`src/rtl/refresh_sched_pkg.sv`:
```
package refresh_sched_pkg;

   // Clocks per refresh slot, rounded down so that slots are never late.
   function automatic int unsigned slot_clocks(input int unsigned clk_mhz,
                                               input int unsigned ret_us,
                                               input int unsigned rows);
      longint unsigned prod;
      prod = longint'(clk_mhz) * longint'(ret_us);
      return int'(prod / longint'(rows));
   endfunction

   typedef enum logic {
      WIN_STD = 1'b0,
      WIN_EXT = 1'b1
   } win_sel_e;

endpackage

```
`src/rtl/rs_tick_gen.sv`:
```
module rs_tick_gen
   import refresh_sched_pkg::*;
#(
   parameter int unsigned CLK_MHZ    = 50,
   parameter int unsigned ROWS       = 1024,
   parameter int unsigned STD_RET_US = 16000,
   parameter int unsigned EXT_RET_US = 128000
) (
   input  logic clk,
   input  logic rst_n,
   input  logic win_i,
   input  logic idle_i,
   output logic tick_o,
   output logic win_o
);

   localparam int unsigned LIM_S = slot_clocks(CLK_MHZ, STD_RET_US, ROWS);
   localparam int unsigned LIM_E = slot_clocks(CLK_MHZ, EXT_RET_US, ROWS);
   localparam int unsigned CNT_W = $clog2(LIM_E + 1);
   localparam logic [CNT_W-1:0] END_S = CNT_W'(LIM_S - 1);
   localparam logic [CNT_W-1:0] END_E = CNT_W'(LIM_E - 1);

   if (LIM_S < 2) begin : g_bad_std
      $error("standard slot shorter than two clocks");
   end
   if (LIM_E < LIM_S) begin : g_bad_ext
      $error("extended window must not be shorter than standard");
   end

   win_sel_e         win_q;
   logic [CNT_W-1:0] cnt_q;
   logic [CNT_W-1:0] end_sel;

   assign end_sel = (win_q == WIN_EXT) ? END_E : END_S;
   assign tick_o  = (cnt_q >= end_sel);
   assign win_o   = win_q;

   always_ff @(posedge clk) begin
      if (!rst_n) begin
         cnt_q <= '0;
         win_q <= WIN_STD;
      end else begin
         cnt_q <= tick_o ? '0 : cnt_q + 1'b1;
         if (idle_i) begin
            win_q <= win_sel_e'(win_i);
         end
      end
   end

endmodule

```
`src/rtl/rs_backlog.sv`:
```
module rs_backlog #(
   parameter int unsigned PEND_W       = 4,
   parameter int unsigned PEND_MAX     = 8,
   parameter bit          COUNT_ACCESS = 1'b0
) (
   input  logic              clk,
   input  logic              rst_n,
   input  logic              tick_i,
   input  logic              ack_i,
   input  logic              host_i,
   output logic [PEND_W-1:0] pend_o,
   output logic              req_o,
   output logic              urgent_o,
   output logic              accept_o
);

   localparam logic [PEND_W-1:0] FULL = PEND_W'(PEND_MAX);

   logic [PEND_W-1:0] pend_q;
   logic [PEND_W-1:0] pend_nxt;
   logic              credit;
   logic              nz;
   logic              dec;

   if (COUNT_ACCESS) begin : g_credit
      assign credit = host_i;
   end else begin : g_no_credit
      logic unused_host;
      assign unused_host = host_i;
      assign credit      = 1'b0;
   end

   assign nz       = (pend_q != '0);
   assign dec      = (ack_i | credit) & nz;
   assign accept_o = ack_i & nz;

   always_comb begin
      pend_nxt = pend_q;
      unique case ({tick_i, dec})
         2'b10:   pend_nxt = (pend_q == FULL) ? pend_q : pend_q + 1'b1;
         2'b01:   pend_nxt = pend_q - 1'b1;
         default: pend_nxt = pend_q;
      endcase
   end

   always_ff @(posedge clk) begin
      if (!rst_n) begin
         pend_q <= '0;
      end else begin
         pend_q <= pend_nxt;
      end
   end

   assign pend_o   = pend_q;
   assign req_o    = nz;
   assign urgent_o = (pend_q == FULL);

endmodule

```
`src/rtl/rs_row_ctr.sv`:
```
module rs_row_ctr #(
   parameter int unsigned ROW_W       = 10,
   parameter bit          ROW_ADDR_EN = 1'b1
) (
   input  logic             clk,
   input  logic             rst_n,
   input  logic             step_i,
   output logic [ROW_W-1:0] row_o
);

   if (ROW_ADDR_EN) begin : g_row
      logic [ROW_W-1:0] row_q;
      always_ff @(posedge clk) begin
         if (!rst_n) begin
            row_q <= '0;
         end else if (step_i) begin
            row_q <= row_q + 1'b1;
         end
      end
      assign row_o = row_q;
   end else begin : g_internal_row
      logic unused_row_in;
      assign unused_row_in = ^{clk, rst_n, step_i};
      assign row_o         = '0;
   end

endmodule

```
`src/rtl/refresh_sched.sv`:
```
module refresh_sched #(
   parameter int unsigned CLK_MHZ      = 50,
   parameter int unsigned ROWS         = 1024,
   parameter int unsigned STD_RET_US   = 16000,
   parameter int unsigned EXT_RET_US   = 128000,
   parameter int unsigned PEND_W       = 4,
   parameter int unsigned PEND_MAX     = 8,
   parameter bit          ROW_ADDR_EN  = 1'b1,
   parameter bit          COUNT_ACCESS = 1'b0,
   parameter int unsigned ROW_W        = $clog2(ROWS)
) (
   input  logic              clk,
   input  logic              rst_n,
   input  logic              ext_ret_i,
   input  logic              ref_ack_i,
   input  logic              host_cycle_i,
   output logic              ref_req_o,
   output logic              ref_urgent_o,
   output logic [PEND_W-1:0] pend_cnt_o,
   output logic [ROW_W-1:0]  ref_row_o
);

   if (ROWS != (1 << ROW_W)) begin : g_bad_rows
      $error("ROWS must equal 2**ROW_W");
   end
   if (PEND_MAX < 1 || PEND_MAX >= (1 << PEND_W)) begin : g_bad_pend
      $error("PEND_MAX must fit in PEND_W bits and be non-zero");
   end

   logic tick_w;
   logic ret_mode_w;
   logic accept_w;

   rs_tick_gen #(
      .CLK_MHZ   (CLK_MHZ),
      .ROWS      (ROWS),
      .STD_RET_US(STD_RET_US),
      .EXT_RET_US(EXT_RET_US)
   ) u_tick (
      .clk   (clk),
      .rst_n (rst_n),
      .win_i (ext_ret_i),
      .idle_i(!ref_req_o),
      .tick_o(tick_w),
      .win_o (ret_mode_w)
   );

   rs_backlog #(
      .PEND_W      (PEND_W),
      .PEND_MAX    (PEND_MAX),
      .COUNT_ACCESS(COUNT_ACCESS)
   ) u_backlog (
      .clk     (clk),
      .rst_n   (rst_n),
      .tick_i  (tick_w),
      .ack_i   (ref_ack_i),
      .host_i  (host_cycle_i),
      .pend_o  (pend_cnt_o),
      .req_o   (ref_req_o),
      .urgent_o(ref_urgent_o),
      .accept_o(accept_w)
   );

   rs_row_ctr #(
      .ROW_W      (ROW_W),
      .ROW_ADDR_EN(ROW_ADDR_EN)
   ) u_row (
      .clk   (clk),
      .rst_n (rst_n),
      .step_i(accept_w),
      .row_o (ref_row_o)
   );

endmodule

```
`config.mk`:
```
export PLATFORM = sky130hd
export DESIGN_NAME = refresh_sched
export DESIGN_NICKNAME = d
export VERILOG_FILES = /design/src/rtl/refresh_sched_pkg.sv /design/src/rtl/rs_tick_gen.sv /design/src/rtl/rs_backlog.sv /design/src/rtl/rs_row_ctr.sv /design/src/rtl/refresh_sched.sv
export SDC_FILE = /design/constraint.sdc
export NUM_CORES = 1
export LEC_CHECK = 0
export CORE_MARGIN = 2
export CORE_UTILIZATION = 48
export DETAILED_ROUTE_END_ITERATION = 8
export PLACE_DENSITY = 0.74
export SETUP_SLACK_MARGIN = 0.2
export SLEW_MARGIN = 30
export SYNTH_ARGS = -nofsm -noshare
export SYNTH_HDL_FRONTEND = slang
export SYNTH_SLANG_ARGS = --single-unit
```
`constraint.sdc`:
```
create_clock -name clk -period 3.28 [get_ports clk]
set_clock_uncertainty 0.2 [all_clocks]
set_input_delay 0.984 -clock clk [delete_from_list [all_inputs] [get_ports clk]]
set_output_delay 0.984 -clock clk [all_outputs]
set_load 0.05 [all_outputs]
```
Yosys cells after proc, flatten, opt, wreduce, memory -nomap -nowiden. Index checks and enable logic that the tools add are counted.

$add $sub $neg: 4. Equal/unequal tests: 4. Bitwise gates (word level): 2. Reductions and logical operators: 4. Multiplexer cells: 3. Order comparisons: 1.

Operators by type and width (count): 13-bit by 1-bit adder with 13-bit output, second input constant (1); 13-bit >= comparator (1); 13-bit 2-to-1 mux (1); 10-bit by 1-bit adder with 10-bit output, second input constant (1); 4-bit one-hot mux with 2 select lines (1); 4-bit by 1-bit adder with 4-bit output, second input constant (1); 4-bit equality test, second input constant (1); 4-bit 2-to-1 mux (1); 4-bit nonzero test (1); 4-bit by 1-bit subtractor with 4-bit output, second input constant (1); 2-bit by 1-bit equality test with 1-bit output, second input constant (1); 2-bit equality test, second input constant (1); 2-bit != test, second input constant (1); 2-bit AND reduction (1); 2-bit nonzero test (1); 2-bit OR reduction (1); 1-bit bitwise AND (1); 1-bit NOT (1).

Register bits after elaboration: 28.

Logic depth before layout (Yosys ltp). Gate-level depths: netlist of the first run.

Word-level depth: 5. Gate-level depth with buffers: 12.

Hierarchy. From an unflattened synthesis of the first run, not the netlist that was laid out.

Cell total of the unflattened synthesis: 180. Area, all modules: 1696.6 um^2.

By module, submodules not included: rs_tick_gen (sequential area each 280.3 um^2, times used 1, cells each 88, area each 880.8 um^2); rs_row_ctr (sequential area each 200.2 um^2, times used 1, cells each 49, area each 462.9 um^2); rs_backlog (sequential area each 80.1 um^2, times used 1, cells each 42, area each 349.1 um^2); refresh_sched (sequential area each 0.0 um^2, times used 1, cells each 1, area each 3.8 um^2).

Worst setup path before layout of the first run. Ideal clock, no wire load.

Path kind: reg-to-reg. From: register u_tick.win_q, in the netlist u_tick.win_o. To: register u_backlog.pend_q[3], in the netlist u_backlog.pend_o[3]. Data arrival time: 2.755 ns. Cell stages (with the launch flop): 13. Data required time: 2.958 ns. Setup slack: 0.203 ns. Library setup time: 0.122 ns. Path buffers: 0. Cell sequence: dfxtp_1 -> inv_1 -> ha_1 -> a211oi_1 -> nor2b_1 -> a211o_1 -> a21oi_2 -> ha_1 -> a21o_1 -> a21o_1 -> a211oi_1 -> o21ai_0 -> nor3b_2.

Cells in the longest elaborated chain, start to end: 5.

RTL lines: start: declaration (line rs_tick_gen.sv:30) `win_sel_e win_q;`; start signal: assignment (line rs_tick_gen.sv:45) `win_q <= win_sel_e'(win_i);`; 13-bit 2-to-1 mux (*) (line rs_tick_gen.sv:34) `assign end_sel = (win_q == WIN_EXT) ? END_E : END_S;`; 13-bit >= comparator (*) (line rs_tick_gen.sv:35) `assign tick_o = (cnt_q >= end_sel);`; 2-bit equality test or 2-bit by 1-bit equality test with 1-bit output (tied branches) (line rs_backlog.sv:39) `unique case ({tick_i, dec})`; 2-bit != test (no line) or 2-bit nonzero test (tied branches); 2-bit AND reduction (no line); end signal: assignment (line rs_backlog.sv:50) `pend_q <= pend_nxt;`; end: declaration (line rs_backlog.sv:19) `logic [PEND_W-1:0] pend_q;`.

Every way passes the cells marked *; elsewhere a longest branch is shown, timed or not. A chain may end at the register's enable or synchronous reset.

Final worst setup path of the first run. Ends and elaborated chain as after synthesis.

==> results.txt, run 1 <==
Status -> finished clean
Buf/Inv on CP -> 1
I/O pins -> 21
Tmin final -> 2.93 ns
Drt via density -> 5.16
Leading cell type in the layout, fill and taps excluded -> dfxtp_1
Syn Area/Cell -> 9.23 µm²
Global-route congestion overflow total -> 0
HPWL Detailed -> 2220 µm
# rows -> 20
Post-synthesis simple-gate area fraction -> 0.234
Crit path max fanout -> 4
RSZ-0062 raised after global routing -> false
Synth Register Bits -> 28
Worst slew margin -> 0.662
TritonCTS Buffers -> 3
# port buffers -> 19
Clock tree buffer depth -> 2
ANT nets after route -> 0
Final setup viols -> 0
Compound-Gate Fraction of Synth Area -> 0.121
Crit-path max cell delay -> 0.36 ns
Total Wirelength -> 2920 µm
Iter 0 DRT Violations -> 63
R2r startpoint -> u_tick.win_o
Post-synthesis cell type count -> 40
Slew Viols, Final -> 0
Routability congestion estimate from global placement -> 0.739
Xor-xnor portion of the synthesized cell area -> 0.122
Final hold vios -> 0
Kind of end point of the critical path -> flop
1st-pass router iterations -> 4
Max-Cap Viols -> 0
R2R cell count -> 12
Beginning of the critical path -> u_tick.win_o
DR vias -> 1203
Synthesized-area fraction occupied by adder cells -> 0.113
Syn Inst Count -> 163
CTS clk-pin slew, worst paths -> 0.16 ns
Critical path class -> flop to flop
Post-synth top flop -> dfxtp_1
Initial antenna violation count -> 0
Filler cells -> 272
Critical Path Stages -> 12
Worst path cell trace -> inv_1 > ha_1 > a211oi_1 > nor2b_1 > a211o_1 > a21oi_2 > ha_1 > a21o_1 > a21o_1 > nor3b_1 > nor3_1 > nor3b_2
CTS root buffer -> clkbuf_4
Final period util -> 0.894
VDD IR max -> 0.243 mV
Initial core utilization -> 0.497
Post-synthesis net count -> 181
WP data required -> 3.31 ns
Core Area -> 3030 µm²
Most frequent cells in the layout -> 27 x dfxtp_1, 26 x nor2_1, 17 x clkdlybuf4s50_1, 13 x xor2_1, 11 x ha_1
Area Overhead vs Synth -> 23.0%
Fmax -> 341 MHz
Layout cells sized above 1 -> 0.127
Diode count -> 0
Later-pin clock latency in the skew report -> 0.34 ns
Post-synth EDFFs -> 0
Critical Path Start Type -> flop
H-tree levels -> 1
Routed len/inst -> 12.5 µm
DIE HEIGHT -> 60 µm
Vias in the first global route -> 1153
Clock sinks -> 28
Hold Worst Slack -> 0.305 ns
Largest family of logic cells by synthesized area -> simple AND/OR/NAND/NOR gates
Register area share after synthesis -> 0.372
Design area -> 1850 µm²
Critical R2R Capture -> u_backlog.pend_o[3]
Die width -> 60 µm
GRT Overall Usage -> 0.182
Async SR Flop Fraction -> 0
Largest net degree at the start of global routing -> 17
Hold Path Depth -> 1
Post-DP Area -> 1770 µm²
Detailed-route DRC error count -> 0
Slowest CP cell -> dfxtp_2
Tot Pwr -> 1.22 mW
Synth warn -> 0
P per Cell Area -> 661 nW/µm²
Critical path's top delay family -> compound AO/OA/AOI/OAI gates
Critical Path AT -> 2.96 ns
FF-to-FF setup slack -> 0.35 ns
First-pass GRT wire length -> 4970 µm
Hold WC Path Type -> flop to flop
Lkg Pwr -> 0.752 nW
CTS hold repair buffers -> 0
Mux contribution to synthesized area -> 0.0133
CTS tree -> done
Synthesized cell area -> 1510 µm²
Full die area -> 3600 µm²
Worst-Margin Slew -> 0.505 ns
Post-layout nets -> 208
Critical Path End -> u_backlog.pend_o[3]
power by group:
group	total (mW)	leakage [nW]	internal [mW]	switching, mW
clock network	0.233	0.0279	0.124	0.109
registers	0.419	0.227	0.375	0.0437
logic	0.572	0.497	0.225	0.347
total	1.22	0.752	0.724	0.500
final cells by class:
type                    instances  area (µm²)  area share
inverters                       7        26.3      0.0142
multi-input cells             126         931       0.503
flip-flops and latches         28         562       0.303
repair buffers                 24         225       0.122
clock inverters                 1        30.0      0.0162
well taps                      44        55.1      0.0297
clock buffers                   3        22.5      0.0122
metrics by stage:
stage	std cells	setup slack [ns]	utilization	TNS (ns)
global route	233	0.208	0.612	0
floorplan	163	0.203	-	0
detailed placement	228	-0.00380	0.585	-0.00380
global placement	228	0.00963	0.585	0
CTS	232	0.285	0.602	0
finish	233	0.349	0.612	0
Yosys cell counts (2+ instances only):
| cell type | n | area (µm²) |
|---|---|---|
| dfxtp_1 | 28 | 561 |
| ha_1 | 12 | 150 |
| a211oi_1 | 2 | 15.0 |
| xnor2_1 | 8 | 70.1 |
| xor2_1 | 13 | 114 |
| nor3b_2 | 2 | 25.0 |
| a21oi_1 | 4 | 20.0 |
| o21ai_1 | 2 | 10.0 |
| a21o_1 | 2 | 15.0 |
| o211ai_2 | 2 | 25.0 |
| o21ai_0 | 3 | 15.0 |
| and3_1 | 5 | 31.3 |
| inv_1 | 7 | 26.3 |
| nand4_1 | 3 | 18.8 |
| nand2_1 | 9 | 33.8 |
| mux2i_1 | 2 | 20.0 |
| nand3_1 | 9 | 45.0 |
| nor2_1 | 26 | 97.6 |
| nor3_1 | 3 | 15.0 |
flip-flops by register name (all words and copies together) (netlist names):
register,count
u_backlog.pend_o,4
u_row.row_o,10
u_tick.cnt_q,13
u_tick.win_o,1
logic make-up after synthesis:
logic type,after synthesis
simple gates,68
flops,28
compound gates,22
xor+xnor,21
fa+ha+maj,13
buf+inv,9
mux,2
how the worst min path moves through the flow:
stage / from / to / slack (ns)
detailed placement: u_tick.cnt_q[0] / u_tick.cnt_q[0] / 0.28
global route: u_tick.cnt_q[0] / u_tick.cnt_q[0] / 0.34
CTS: u_tick.cnt_q[0] / u_tick.cnt_q[0] / 0.31
floorplan: u_tick.cnt_q[0] / u_tick.cnt_q[0] / 0.24
finish: u_tick.cnt_q[0] / u_tick.cnt_q[0] / 0.31
global placement: u_tick.cnt_q[0] / u_tick.cnt_q[0] / 0.26
timing repair:
item,in CTS,in global routing
resized for setup,2,5
setup endpoints to repair,2,1
gates cloned,0,0
buffers inserted,0,1
pin swaps,0,3
routing by layer:
layer  vias up  share of wire  track usage
met3         5          0.021       0.0260
met1       566           0.48        0.229
met2        13           0.48        0.307
li1        619              -            -
met5         -              0            0
met4         0          0.017       0.0794
(Power assumes the default switching activity.)
==> inputs of run 2 (changes only) <==
--- a/config.mk
+++ b/config.mk
@@ -6,9 +6,8 @@
 export NUM_CORES = 1
 export LEC_CHECK = 0
 export CORE_MARGIN = 2
-export CORE_UTILIZATION = 48
+export CORE_UTILIZATION = 40
 export DETAILED_ROUTE_END_ITERATION = 8
-export PLACE_DENSITY = 0.74
 export SETUP_SLACK_MARGIN = 0.2
 export SLEW_MARGIN = 30
 export SYNTH_ARGS = -nofsm -noshare
==> constraint.sdc (replaced) <==
create_clock -name clk -period 3.28 [get_ports clk]
set_clock_uncertainty 0.2 [all_clocks]
set_input_delay 0.984 -clock clk [delete_from_list [all_inputs] [get_ports clk]]
set_output_delay 0.984 -clock clk [all_outputs]
set_load 0.005 [all_outputs]
==> run 2 against run 1 <==
Sequential share of layout area shrank 0.90 points. Fmax fell by 0.63%. Routed wire length is 4.2% higher. Combinational power decreased by 17%. Critical path depth down 1. Die area increased by 19%. Largest power group unchanged. First-iteration DRC count decreased by 41%. Critical path type unchanged. Critical endpoint unchanged. Non-clock buffer count rose by 2.
==> results.txt, run 2 (synthesis results as in run 1) <==
I/O pins -> 21
Routability congestion estimate from global placement -> 0.789
Critical Path Start Type -> flop
Int Power -> 741 µW
Worst path cell trace -> buf_4 > ha_1 > and4b_1 > a211o_1 > a21oi_2 > ha_1 > a21o_1 > a21o_1 > a211oi_2 > o21ai_1 > nor3b_2
CTS root buffer -> clkbuf_8
Hold WC Path Type -> flop to flop
DIE HEIGHT -> 65.3 µm
Detailed-route DRC error count -> 0
H-tree levels -> 1
Later-pin clock latency in the skew report -> 0.28 ns
Total Wirelength -> 3050 µm
Setup TNS -> 0 ns
Sw Share -> 0.329
Worst-Margin Slew -> 0.443 ns
RSZ-0062 raised after global routing -> false
Core Area -> 3630 µm²
Initial core utilization -> 0.414
# port buffers -> 19
Clock sinks -> 28
Critical path class -> flop to flop
Tot Pwr -> 1.10 mW
Kind of end point of the critical path -> flop
# rows -> 22
Largest net degree at the start of global routing -> 16
CTS clk-pin slew, worst paths -> 0.09 ns
Initial antenna violation count -> 0
Biggest register -> u_tick.cnt_q
Layout cells sized above 1 -> 0.152
Crit path max fanout -> 5
VDD IR max -> 0.265 mV
Status -> finished clean
Tmin final -> 2.95 ns
Die width -> 65.3 µm
1st-pass router iterations -> 5
Crit-path max cell delay -> 0.34 ns
TritonCTS Buffers -> 3
Max-Cap Viols -> 0
Slowest CP cell -> a211o_1
Final hold vios -> 0
CTS hold repair buffers -> 0
Net switching power -> 363 µW
Core Util, Final -> 0.524
Post-layout nets -> 210
Number of flip-flops in the largest register -> 13
Clock tree buffer depth -> 2
Slew Viols, Final -> 0
Final setup viols -> 0
Register share of total power -> 0.380
Critical Path AT -> 2.91 ns
CTS tree -> done
HPWL Detailed -> 2200 µm
Most frequent cells in the layout -> 28 x dfxtp_1, 26 x nor2_1, 18 x clkdlybuf4s50_1, 13 x xor2_1, 10 x ha_1
Vias in the first global route -> 1165
Area Overhead vs Synth -> 26.5%
Routed len/inst -> 12.7 µm
Fmax -> 339 MHz
Worst slew margin -> 0.704
Full die area -> 4270 µm²
WP data required -> 3.24 ns
Lkg Pwr -> 0.769 nW
DR vias -> 1181
Leading cell type in the layout, fill and taps excluded -> dfxtp_1
Final period util -> 0.899
Global-route congestion overflow total -> 0
First-pass GRT wire length -> 5210 µm
Iter 0 DRT Violations -> 37
Logic gate share of total power -> 0.427
ANT nets after route -> 0
Diode count -> 0
Clk pwr share -> 0.193
GRT Overall Usage -> 0.156
P per Cell Area -> 580 nW/µm²
Drt via density -> 4.94
-- run 2: timing repair --
item / 4_1_cts / 5_1_grt
endpoints found under the setup margin: 1 / 1
buffers inserted: 0 / 3
resized for setup: 1 / 9
pin swaps: 0 / 7
-- run 2: per-stage QoR --
stage          setup slack (ns)  hold slack, ns  std cells  instance area (µm²)
6_report                  0.330           0.293        239                 1900
5_1_grt                   0.183           0.334        239                 1900
4_1_cts                   0.261           0.294        236                 1840
3_5_place_dp             -0.105           0.273        232                 1780
3_3_place_gp            0.00205           0.262        232                 1780
2_1_floorplan             0.228           0.241        163                 1510
-- run 2: power groups by stage --
stage	Sequential [mW]	Clock (mW)	Combinational [mW]
after floorplan	0.423	0	0.241
after global placement	0.424	0	0.406
after detailed placement	0.427	0	0.425
after CTS	0.418	0.221	0.432
after global routing	0.426	0.234	0.521
final	0.419	0.213	0.472
-- run 2: layout make-up --
cell class                      instances  area (µm²)
Clock buffer                            4        55.1
Fill cell                             347        1730
Inverter                                7        26.3
Multi-Input combinational cell        126         953
Sequential cell                        28         561
Tap cell                               48        60.1
Timing Repair Buffer                   26         249
-- run 2: worst max-delay path, delay by kind of cell, from the launching register on --
kind	cells	cell delay, ns
AND/OR/NAND/NOR	2	0.39
AO/OA/AOI/OAI	6	1.20
flip-flops	1	0.33
adder cells (fa/ha/maj)	2	0.55
buffers and inverters	1	0.16
-- run 2: path summary, 6_finish.rpt --
check | start | to | slack (ns) | depth (start not counted)
setup / recovery | u_tick.win_o | u_backlog.pend_o[3] | 0.33 | 11
hold / removal | u_tick.cnt_q[0] | u_tick.cnt_q[0] | 0.29 | 1
setup reg to reg | u_tick.win_o | u_backlog.pend_o[3] | 0.33 | 11
hold reg to reg | u_tick.cnt_q[0] | u_tick.cnt_q[0] | 0.29 | 1
-- run 2: routing by layer --
| layer | track usage | share of wire | vias up |
|---|---|---|---|
| li1 | - | - | 623 |
| met1 | 0.195 | 0.48 | 532 |
| met2 | 0.261 | 0.47 | 20 |
| met3 | 0.0411 | 0.034 | 6 |
| met4 | 0.0469 | 0.015 | 0 |
| met5 | 0 | 0 | - |
